[src/rtl/wdm_pkg.sv]
package wdm_pkg;

    typedef enum logic [1:0] {
        WD_LOW       = 2'b00,
        WD_HIGH      = 2'b01,
        WD_FLOAT     = 2'b10,
        WD_FLOAT_ALT = 2'b11
    } wd_lvl_e;

    typedef struct packed {
        logic chg;    // sampled state differs from previous sample
        logic valid;  // current state is a driven level
    } wd_evt_t;

    function automatic int unsigned cnt_bits(input int unsigned n);
        return (n < 2) ? 1 : $clog2(n + 1);
    endfunction

    function automatic logic lvl_is_valid(input logic [1:0] s);
        return ~s[1];
    endfunction

endpackage

[src/rtl/wdm_edge_det.sv]
module wdm_edge_det
    import wdm_pkg::*;
(
    input  logic       clk,
    input  logic       rst,
    input  logic       hold,
    input  logic [1:0] wd_state,
    output wd_evt_t    evt
);

    logic [1:0] prev_q;

    // Forcing the previous sample to floating makes a held level look like a new edge
    always_ff @(posedge clk) begin
        if (rst || hold) prev_q <= WD_FLOAT;
        else             prev_q <= wd_state;
    end

    always_comb begin
        evt.chg   = (wd_state != prev_q);
        evt.valid = lvl_is_valid(wd_state);
    end

    // after the supervisor flag drops, a valid level restarts timing
    p_release_restart_r8: assert property (@(posedge clk) disable iff (rst)
        ($fell(hold) && evt.valid) |-> evt.chg);

endmodule

[src/rtl/wdm_timeout.sv]
module wdm_timeout
    import wdm_pkg::*;
#(
    parameter int unsigned TIMEOUT_CYC = 80_000_000
) (
    input  logic    clk,
    input  logic    rst,
    input  logic    hold,
    input  wd_evt_t evt,
    output logic    expire
);

    localparam int unsigned CW = cnt_bits(TIMEOUT_CYC);
    localparam logic [CW-1:0] LAST = CW'(TIMEOUT_CYC - 1);

    logic [CW-1:0] cnt_q;
    logic          restart;

    always_comb begin
        restart = hold | ~evt.valid | evt.chg;
        expire  = ~restart & (cnt_q == LAST);
    end

    always_ff @(posedge clk) begin
        if (rst || restart)    cnt_q <= '0;
        else if (cnt_q == LAST) cnt_q <= '0;
        else                   cnt_q <= cnt_q + CW'(1);
    end

    // the idle counter never passes the last count of a period
    p_cnt_bound_r2: assert property (@(posedge clk) disable iff (rst)
        cnt_q <= LAST);

    // a floating strobe holds the timer at zero
    p_float_restart_r7: assert property (@(posedge clk) disable iff (rst)
        !evt.valid |=> cnt_q == '0);

endmodule

[src/rtl/wdm_oneshot.sv]
module wdm_oneshot
    import wdm_pkg::*;
#(
    parameter int unsigned WIDTH_CYC = 50_000
) (
    input  logic clk,
    input  logic rst,
    input  logic clear,
    input  logic fire,
    output logic active
);

    localparam int unsigned CW = cnt_bits(WIDTH_CYC);

    logic [CW-1:0] left_q;

    always_ff @(posedge clk) begin
        if (rst || clear)     left_q <= '0;
        else if (fire)        left_q <= CW'(WIDTH_CYC);
        else if (left_q != 0) left_q <= left_q - CW'(1);
    end

    assign active = (left_q != '0);

    // a fire starts the pulse on the next cycle
    p_fire_starts_r3: assert property (@(posedge clk) disable iff (rst)
        (fire && !clear) |=> active);

    // the pulse ends after the final counted cycle
    p_pulse_ends_r3: assert property (@(posedge clk) disable iff (rst)
        (left_q == CW'(1) && !fire && !clear) |=> !active);

endmodule

[src/rtl/wdm_fault_latch.sv]
module wdm_fault_latch
    import wdm_pkg::*;
#(
    parameter int unsigned LEAD_CYC = 4
) (
    input  logic clk,
    input  logic rst,
    input  logic clear,
    input  logic arm,
    output logic fault
);

    localparam int unsigned CW = cnt_bits(LEAD_CYC);

    logic [CW-1:0] lead_q;
    logic          fault_q;

    always_ff @(posedge clk) begin
        if (rst || clear) begin
            lead_q  <= '0;
            fault_q <= 1'b0;
        end else begin
            if (arm)              lead_q <= CW'(LEAD_CYC);
            else if (lead_q != 0) lead_q <= lead_q - CW'(1);
            if (lead_q == CW'(1)) fault_q <= 1'b1;
        end
    end

    assign fault = fault_q;

    // the fault is only set when the lead delay runs out
    p_fault_after_lead_r4: assert property (@(posedge clk) disable iff (rst)
        $rose(fault_q) |-> $past(lead_q == CW'(1)));

    // a clear request drops the fault on the next cycle
    p_clear_wins_r5: assert property (@(posedge clk) disable iff (rst)
        clear |=> !fault_q);

endmodule

[src/rtl/wd_pulse_monitor.sv]
module wd_pulse_monitor
    import wdm_pkg::*;
#(
    parameter int unsigned TIMEOUT_CYC = 80_000_000,
    parameter int unsigned PULSE_CYC   = 50_000,
    parameter int unsigned LEAD_CYC    = 4
) (
    input  logic       clk,
    input  logic       rst,
    input  logic       sup_rst_act,
    input  logic [1:0] wd_state,
    output logic       fault_n,
    output logic       pulse_n
);

    wd_evt_t evt;
    logic    expire;
    logic    pulse_act;
    logic    fault_act;
    logic    clr_state;
    logic    clr_fault;

    always_comb begin
        clr_state = sup_rst_act | ~evt.valid;
        clr_fault = clr_state | evt.chg;
    end

    wdm_edge_det u_edge (
        .clk      (clk),
        .rst      (rst),
        .hold     (sup_rst_act),
        .wd_state (wd_state),
        .evt      (evt)
    );

    wdm_timeout #(.TIMEOUT_CYC(TIMEOUT_CYC)) u_tmo (
        .clk    (clk),
        .rst    (rst),
        .hold   (sup_rst_act),
        .evt    (evt),
        .expire (expire)
    );

    wdm_oneshot #(.WIDTH_CYC(PULSE_CYC)) u_pulse (
        .clk    (clk),
        .rst    (rst),
        .clear  (clr_state),
        .fire   (expire),
        .active (pulse_act)
    );

    wdm_fault_latch #(.LEAD_CYC(LEAD_CYC)) u_fault (
        .clk   (clk),
        .rst   (rst),
        .clear (clr_fault),
        .arm   (expire),
        .fault (fault_act)
    );

    assign pulse_n = ~pulse_act;
    assign fault_n = ~(fault_act & ~sup_rst_act);

    // one cycle after the supervisor flag, both outputs are inactive
    p_sup_quiet_r8: assert property (@(posedge clk) disable iff (rst)
        sup_rst_act |=> (pulse_n && fault_n));

    // after a floating sample both outputs are inactive
    p_float_quiet_r7: assert property (@(posedge clk) disable iff (rst)
        !evt.valid |=> (pulse_n && fault_n));

endmodule

[config.mk]
export PLATFORM = sky130hd
export DESIGN_NAME = wd_pulse_monitor
export DESIGN_NICKNAME = d
export VERILOG_FILES = /design/src/rtl/wdm_pkg.sv /design/src/rtl/wdm_edge_det.sv /design/src/rtl/wdm_timeout.sv /design/src/rtl/wdm_oneshot.sv /design/src/rtl/wdm_fault_latch.sv /design/src/rtl/wd_pulse_monitor.sv
export SDC_FILE = /design/constraint.sdc
export NUM_CORES = 1
export LEC_CHECK = 0
export BUFFER_PORTS_ARGS = -buffer_cell sky130_fd_sc_hd__clkbuf_2
export CAP_MARGIN = 20
export CORE_MARGIN = 2
export CORE_UTILIZATION = 65
export CTS_CLUSTER_SIZE = 14
export DETAILED_ROUTE_END_ITERATION = 16
export HOLD_SLACK_MARGIN = 0.03
export PLACE_DENSITY_LB_ADDON = 0.12
export SLEW_MARGIN = 25
export SYNTH_ARGS = -nofsm -noshare
export SYNTH_HDL_FRONTEND = slang
export SYNTH_SLANG_ARGS = --single-unit
[constraint.sdc]
create_clock -name clk -period 5.4 [get_ports clk]
set_input_delay 0.54 -clock clk [delete_from_list [all_inputs] [get_ports clk]]
set_output_delay 0.54 -clock clk [all_outputs]
set_load 0.02 [all_outputs]
==> flow_summary.ini, run 1 <==
[finish]
seqCellArea_sq_um = 981
post_route_cells_drive_above_1_share_pct = 12.8
diodes = 0
final.fill_count = 283
nets = 276
multi_input_area_sq_mm = 0.00129
fin_util_pct = 72.8
stdcell_area_sq_mm = 0.00247
syn2layout_area_growth_pct = 5.29

[grt]
grt_usage_pct = 23.0
antenna_found_initial = 0
grt-ovfl-total = 0
grt_first_pass_wirelength_mm = 7.49
grt_max_degree = 28
grt_pass1_vias = 1739

[floorplan]
rows = 21
die_w_um = 64.0
fp.coreArea_sq_mm = 0.00339
die_y_um = 64.0
dieArea_sq_mm = 0.00410
io_pins = 7
start_util_pct = 69.1

[sta]
rsz0062_at_grt = no
period_minus_slack_ns = 2.23
max_slew_margin_pct = 46.7
finalSetupViolations = 0
fin_crit_sh_pct = 41.4
skew_ns = 0.0142
hold_viol_final = 0
worst_pin_slew_ns = 0.792
fmax_ghz = 0.448
setup-tns-final_ns = 0
finalMaxSlewViolations = 0

[synthesis]
syn_inst = 258
synth-seq-cells = 49
synthSimpleGateAreaFrac_pct = 32.1
syn_nets = 268
synthMuxAreaShare_pct = 1.76
synth_top_family_by_area = simple AND/OR/NAND/NOR gates
synthAdderAreaFrac_pct = 2.67
synth_area_sq_mm = 0.00234
ys_warn_count = 0
synth_edf_count = 0
synthXorXnorAreaFrac_pct = 12.0
ys.flop_type = dfxtp_1
synth_compound_area_share_pct = 6.62
async_flop_share_pct = 0
avgSynthCellArea_sq_um = 9.08
seq_area_frac_synth_pct = 41.9
yosysUniqueCellTypes = 47

[clock_tree]
clock_sinks = 49
cts_tree = built
postCtsSetupRepairBufs = 0
cts_root_buffer = clkbuf_4
cts_made_buffers = 5
clk_pin_slew_ns = 0.14
postCtsHoldBufs = 0
insertion_delay_ns = 0.36
cts_resized = 0
clockBufferDepth = 2
ctsHtreeMaxLevel = 2

[place]
gp_congestion = 0.772
dpl_cell_area_sq_mm = 0.00239
port_buffers = 6
hpwl_mm = 2.87

[power]
power_density_mw_per_mm2 = 665
peakVddDrop_v = 0.000330
power.leakage_nw = 0.869
p_total_mw = 1.64

[detailed_routing]
drc = 0
wire_per_inst_um = 12.8
drt_iter0_markers = 62
via_per_inst = 5.54
first_pass_iters = 4
ant_nets = 0
wl_mm = 4.00
via_count = 1729

[setup_path]
end_kind = primary output
path_class = register to primary output
start_kind = register
crit_path_max_fanout = 8
r2r_slack_ns = 3.37
arrival_ns = 1.69
cp_data_required_time_ns = 4.86

[outcome]
status = completed

[run]
max_cap_violations = 0

[worst_hold_path]
min_path_type = primary input to register
sequential cells by signal (all words and copies together), names as in the netlist:
signal,flops
u_pulse.left_q,16
u_fault.fault,1
u_edge.prev_q,2
u_tmo.cnt_q,27
u_fault.lead_q,3
cell usage after synthesis, types with 2 or more instances:
cell type	n	area (sq um)
dfxtp_1	49	981
nor2_1	49	184
xor2_1	20	175
nand3_1	18	90.1
a21oi_1	12	60.1
nand2_1	12	45.0
xnor2_1	12	105
inv_1	9	33.8
nand4_1	6	37.5
and3_1	5	31.3
ha_1	5	62.6
nor4_1	4	25.0
mux2i_1	3	30.0
nor3_1	3	15.0
nor3_2	3	30.0
nor3_4	3	48.8
or4_1	3	22.5
a31oi_1	2	12.5
buf_2	2	10.0
buf_6	2	22.5
nand3_2	2	20.0
nand4_4	2	42.5
nor2b_1	2	12.5
nor3b_1	2	15.0
nor4_2	2	25.0
nor4b_1	2	17.5
o211ai_1	2	15.0
o31ai_1	2	15.0
or3_1	2	12.5
layout by cell type (no fill, tap or decap), types with 3 or more instances in the layout:
cell,synthesis,final
a21oi_1,12,12
and3_1,5,5
clkbuf_2,0,6
clkbuf_4,0,5
dfxtp_1,49,49
ha_1,5,5
inv_1,9,9
mux2i_1,3,3
nand2_1,12,12
nand3_1,18,18
nand4_1,6,6
nor2_1,49,49
nor3_1,3,3
nor3_2,3,3
nor3_4,3,3
nor4_1,4,4
or4_1,3,3
xnor2_1,12,12
xor2_1,20,20
critical path, cell delays in order (launching register included):
cell and delay, ns:
dfxtp_1 0.40, nor4_2 0.43, nand3_1 0.20, nor2_1 0.12, clkbuf_2 0.17
final cells by class:
| class | count | area share (%) |
|---|---|---|
| Inverter | 9 | 1.37 |
| Sequential cell | 49 | 39.8 |
| Clock buffer | 5 | 1.52 |
| Tap cell | 46 | 2.33 |
| Multi-Input combinational cell | 195 | 52.4 |
| Clock inverter | 2 | 1.42 |
| Timing Repair Buffer | 6 | 1.22 |
cells by family after synthesis:
group,count (synthesis)
and+or+nand+nor,130
adders and majority gates,5
muxes,4
DFF,49
buffers and inverters,14
AOI/OAI and AO/OA,24
xor gates and xnor gates,32
per-layer routing:
| metal | vias up | global-route usage, % | share of wire [%] |
|---|---|---|---|
| met3 | 7 | 5.28 | 2.0 |
| li1 | 910 | - | - |
| met1 | 801 | 28.6 | 48 |
| met5 | - | 0 | 0 |
| met2 | 11 | 39.1 | 48 |
| met4 | 0 | 7.88 | 1.4 |
final timing paths:
check | startpoint | endpoint | cells past startpoint
hold reg to reg | u_fault.fault | u_fault.fault | 2
setup / recovery | u_pulse.left_q[12] | pulse_n | 4
setup reg to reg | u_tmo.cnt_q[0] | u_tmo.cnt_q[18] | 6
hold / removal | rst | u_edge.prev_q[0] | 2
where the power goes:
group | switching, mW | total, mW | internal (mW)
Sequential | 0.0574 | 0.467 | 0.410
Clock | 0.110 | 0.205 | 0.0945
Combinational | 0.552 | 0.968 | 0.416
metrics by stage:
| step | cells | setup slack, ns | hold WS (ns) |
|---|---|---|---|
| 4_1_cts | 312 | 3.14 | 0.325 |
| 3_3_place_gp | 305 | 3.31 | 0.462 |
| 3_5_place_dp | 305 | 3.24 | 0.490 |
| 2_1_floorplan | 258 | 3.66 | 0.438 |
| 5_1_grt | 312 | 2.98 | 0.328 |
| 6_report | 312 | 3.17 | 0.335 |
Note: power is estimated with default switching activity, not from simulation.
==> run 2, diff against run 1 <==
CORE_UTILIZATION = 55   (was 65)
clock period = 1.95 ns   (was 5.4 ns; I/O delays follow)
==> run 2 against run 1 <==
Compared with the run above:
- non-clock buffer count rose by 8
- die area rose by 17%
- worst hold slack worse by 0.26 ns
- sequential power rose to 2.8 times the previous value
- largest cell class unchanged
==> flow_summary.ini, run 2 (synthesized netlist as in run 1, its figures left out) <==
[finish]
top_regs = u_tmo.cnt_q x27, u_pulse.left_q x16, u_fault.lead_q x3
max_flop_register = u_tmo.cnt_q
nets = 284
fin_util_pct = 63.4
largest_register_ffs = 27
final_common_cell = nor2_1
syn2layout_area_growth_pct = 9.78
diodes = 0
stdcell_area_sq_mm = 0.00257
final_cell_mix = nor2_1, dfxtp_1, xor2_1
post_route_cells_drive_above_1_share_pct = 16.4

[detailed_routing]
via_count = 1758
wire_per_inst_um = 12.4
wl_mm = 4.04
drc = 0
ant_nets = 0
first_pass_iters = 4
via_per_inst = 5.41
drt_iter0_markers = 76

[place]
dpl_cell_area_sq_mm = 0.00247
port_buffers = 6
hpwl_mm = 2.88
gp_congestion = 0.763

[sta]
period_minus_slack_ns = 1.80
finalMaxSlewViolations = 0
fin_crit_sh_pct = 92.3
fmax_ghz = 0.555
finalSetupViolations = 0
hold_viol_final = 0
rsz0062_at_grt = no
max_slew_margin_pct = 61.9
skew_ns = 0.0104
setup-tns-final_ns = 0
worst_pin_slew_ns = 0.567

[setup_path]
crit_path_max_fanout = 9
arrival_ns = 2.04
start_kind = register
cp_data_required_time_ns = 2.19
end_kind = register
path_class = register to register

[clock_tree]
postCtsHoldBufs = 0
clock_sinks = 49
cts_tree = built
cts_made_buffers = 5
clk_pin_slew_ns = 0.09
ctsHtreeMaxLevel = 2
clockBufferDepth = 2
insertion_delay_ns = 0.30
cts_root_buffer = clkbuf_8

[power]
peakVddDrop_v = 0.000994
power.leakage_nw = 0.925
power_density_mw_per_mm2 = 1810

[worst_hold_path]
min_path_type = primary input to register

[outcome]
status = completed

[floorplan]
die_w_um = 69.3
rows = 23
dieArea_sq_mm = 0.00480
fp.coreArea_sq_mm = 0.00406
die_y_um = 69.3
start_util_pct = 57.7
io_pins = 7

[run]
max_cap_violations = 0

[grt]
grt-ovfl-total = 0
grt_max_degree = 26
grt_pass1_vias = 1723
grt_usage_pct = 18.2
grt_first_pass_wirelength_mm = 7.36
antenna_found_initial = 0
-- run 2: worst paths after layout --
check	start	endpoint	slack [ns]	cells past startpoint
min	rst	u_edge.prev_q[0]	0.07	2
max reg2reg	u_pulse.left_q[1]	u_pulse.left_q[15]	0.15	7
max	u_pulse.left_q[1]	u_pulse.left_q[15]	0.15	7
min reg2reg	u_fault.fault	u_fault.fault	0.48	2
-- run 2: repair_timing --
| action | in CTS | in global routing |
|---|---|---|
| endpoints found under the setup margin | 0 | 2 |
| buffers inserted | 0 | 0 |
| gates resized for setup | 0 | 2 |
-- run 2: cell type report --
class                      instances  area, sq um
inverter                           9         33.8
multi-input combinational        195         1290
clock buffer                       6         82.6
timing repair buffer              14          103
fill                             346         1490
sequential                        49          982
tap                               50         62.6
clock inverter                     2         13.8
-- run 2: power by group --
group | internal [mW] | switching [mW] | total (mW)
registers | 1.14 | 0.163 | 1.30
logic | 1.22 | 1.51 | 2.73
clock network | 0.288 | 0.339 | 0.627
total | 2.64 | 2.01 | 4.65
-- run 2: critical path, stage by stage (launching register included) --
cell and delay [ns]:
dfxtp_1 0.37, inv_1 0.05, ha_1 0.18, and2b_2 0.24, nand2_2 0.11, o21ai_2 0.12
or4_1 0.48, a31oi_1 0.17
-- run 2: stage by stage --
stage / instances / worst slack (ns) / hold slack, ns / power (mW)
floorplan: 258 / 0.211 / 0.270 / 3.57
global placement: 317 / 0.157 / 0.378 / 4.01
detailed placement: 317 / 0.0853 / 0.389 / 4.03
CTS: 325 / 0.0599 / 0.0556 / 4.68
global route: 325 / 0.0268 / 0.0668 / 4.78
finish: 325 / 0.150 / 0.0723 / 4.65
-- run 2: layer usage --
metal | GRT usage, % | routed length [um] | share of wire, %
met3 | 3.49 | 82 | 2.0
met2 | 30.9 | 1860 | 46
met5 | 0 | 0 | 0
met4 | 7.63 | 61 | 1.5
met1 | 22.6 | 2040 | 50
==> run 3, diff against run 2 <==
CORE_UTILIZATION = 58   (was 55)
CTS_BUF_LIST = sky130_fd_sc_hd__clkbuf_4 sky130_fd_sc_hd__clkbuf_8   (was unset)
==> run 3 against run 2 <==
Compared with the run above:
- register-to-register slack got worse by 0.02 ns
- power is 3.0% higher
- largest cell class unchanged
- worst setup slack lost 0.020 ns
- combinational power is essentially flat
- clock skew fell by 0.0015 ns
- maximum frequency down 1.1%
- largest power group unchanged
==> flow_summary.ini, run 3 (synthesized netlist as in run 1, its figures left out) <==
[outcome]
status = completed

[clock_tree]
cts_tree = built
clock_sinks = 49
cts_root_buffer = clkbuf_8
clk_pin_slew_ns = 0.09
insertion_delay_ns = 0.29
postCtsSetupRepairBufs = 0
ctsHtreeMaxLevel = 2
postCtsHoldBufs = 0
cts_resized = 0
clockBufferDepth = 2
cts_made_buffers = 5

[detailed_routing]
wl_mm = 4.09
drt_iter0_markers = 99
drc = 0
wire_per_inst_um = 12.6
ant_nets = 0
via_per_inst = 5.39
first_pass_iters = 4
via_count = 1751

[setup_path]
path_class = register to register
crit_path_max_fanout = 9
start_kind = register
end_kind = register
regToRegStartpoint = u_pulse.left_q[0]
r2r_slack_ns = 0.13
critPathLaunch = u_pulse.left_q[0]
cp_data_required_time_ns = 2.18
arrival_ns = 2.05

[floorplan]
die_y_um = 67.6
io_pins = 7
dieArea_sq_mm = 0.00456
die_w_um = 67.6
fp.coreArea_sq_mm = 0.00394
start_util_pct = 59.4
rows = 23

[sta]
fin_ws_ns = 0.130
max_slew_margin_pct = 55.4
hold_viol_final = 0
fin_crit_sh_pct = 93.3
period_minus_slack_ns = 1.82
finalSetupViolations = 0
fmax_ghz = 0.549
finalMaxSlewViolations = 0
skew_ns = 0.00889
worst_pin_slew_ns = 0.664

[finish]
syn2layout_area_growth_pct = 10.7
top_regs = u_tmo.cnt_q x27, u_pulse.left_q x16, u_fault.lead_q x3
diodes = 0
fin_util_pct = 65.8
max_flop_register = u_tmo.cnt_q
largest_register_ffs = 27
nets = 284
post_route_cells_drive_above_1_share_pct = 16.0
final_cell_mix = nor2_1, dfxtp_1, xor2_1

[grt]
grt_pass1_vias = 1637
grt_max_degree = 28
grt_busiest_layer = met2
antenna_found_initial = 0
grt-ovfl-total = 0
use_met3_pct = 4.83
grt_use_met1_pct = 24.8
grt_usage_pct = 19.9
grtUsageMet2_pct = 33.5
grt_first_pass_wirelength_mm = 7.00

[power]
peakVddDrop_v = 0.00101
p_total_mw = 4.79
power.leakage_nw = 0.936
power_density_mw_per_mm2 = 1850

[place]
gp_congestion = 0.764
hpwl_mm = 2.85
port_buffers = 6
dp_slack_ns = 0.114

[run]
max_cap_violations = 0

[worst_hold_path]
min_from = rst
min_path_type = primary input to register
-- run 3: cell count changes in the layout (fill, tap and decap cells not counted) --
cell	delta
dfxtp_2	-1
dfxtp_1	+1
clkbuf_4	+1
clkinv_4	-1
clkinv_2	-1
bufinv_16	+1
-- run 3: power by group --
group / leakage (nW) / switching (mW) / internal [mW]
clock network: 0.0619 / 0.315 / 0.432
registers: 0.396 / 0.162 / 1.13
logic: 0.479 / 1.53 / 1.22
total: 0.936 / 2.01 / 2.78
-- run 3: per-stage QoR --
step                      setup TNS (ns)  hold slack (ns)  cells  area (sq um)
final                                  0           0.0638    325          2590
after global routing            -0.00168           0.0511    325          2590
after CTS                              0           0.0611    325          2590
after detailed placement               0            0.378    317          2470
after global placement                 0            0.379    317          2470
after floorplan                        0            0.270    258          2340
-- run 3: worst max-delay path, stage by stage (launching register included) --
cell and delay, ns:
dfxtp_1 0.38, inv_1 0.06, ha_1 0.20, and2b_2 0.24, nand2_2 0.11, o21ai_2 0.12
or4_1 0.48, a31oi_1 0.16
-- run 3: layer usage --
metal,up-vias,wire [um]
met5,-,0
met4,0,27
met3,2,109
met2,27,2040
met1,796,1920
li1,926,-
-- run 3: area by class of cell --
type	instances	area, sq um
clock inverter	1	30.0
timing repair buffer	14	103
fill	322	1350
inverter	9	33.8
multi-input combinational	195	1290
sequential	49	981
clock buffer	7	90.1
tap	50	62.6
-- run 3: path summary, 6_finish.rpt --
path                                            to  cells after the start
worst max-delay path            u_pulse.left_q[15]                      7
worst min-delay path              u_edge.prev_q[0]                      2
worst max register to register  u_pulse.left_q[15]                      7
worst min register to register       u_fault.fault                      2
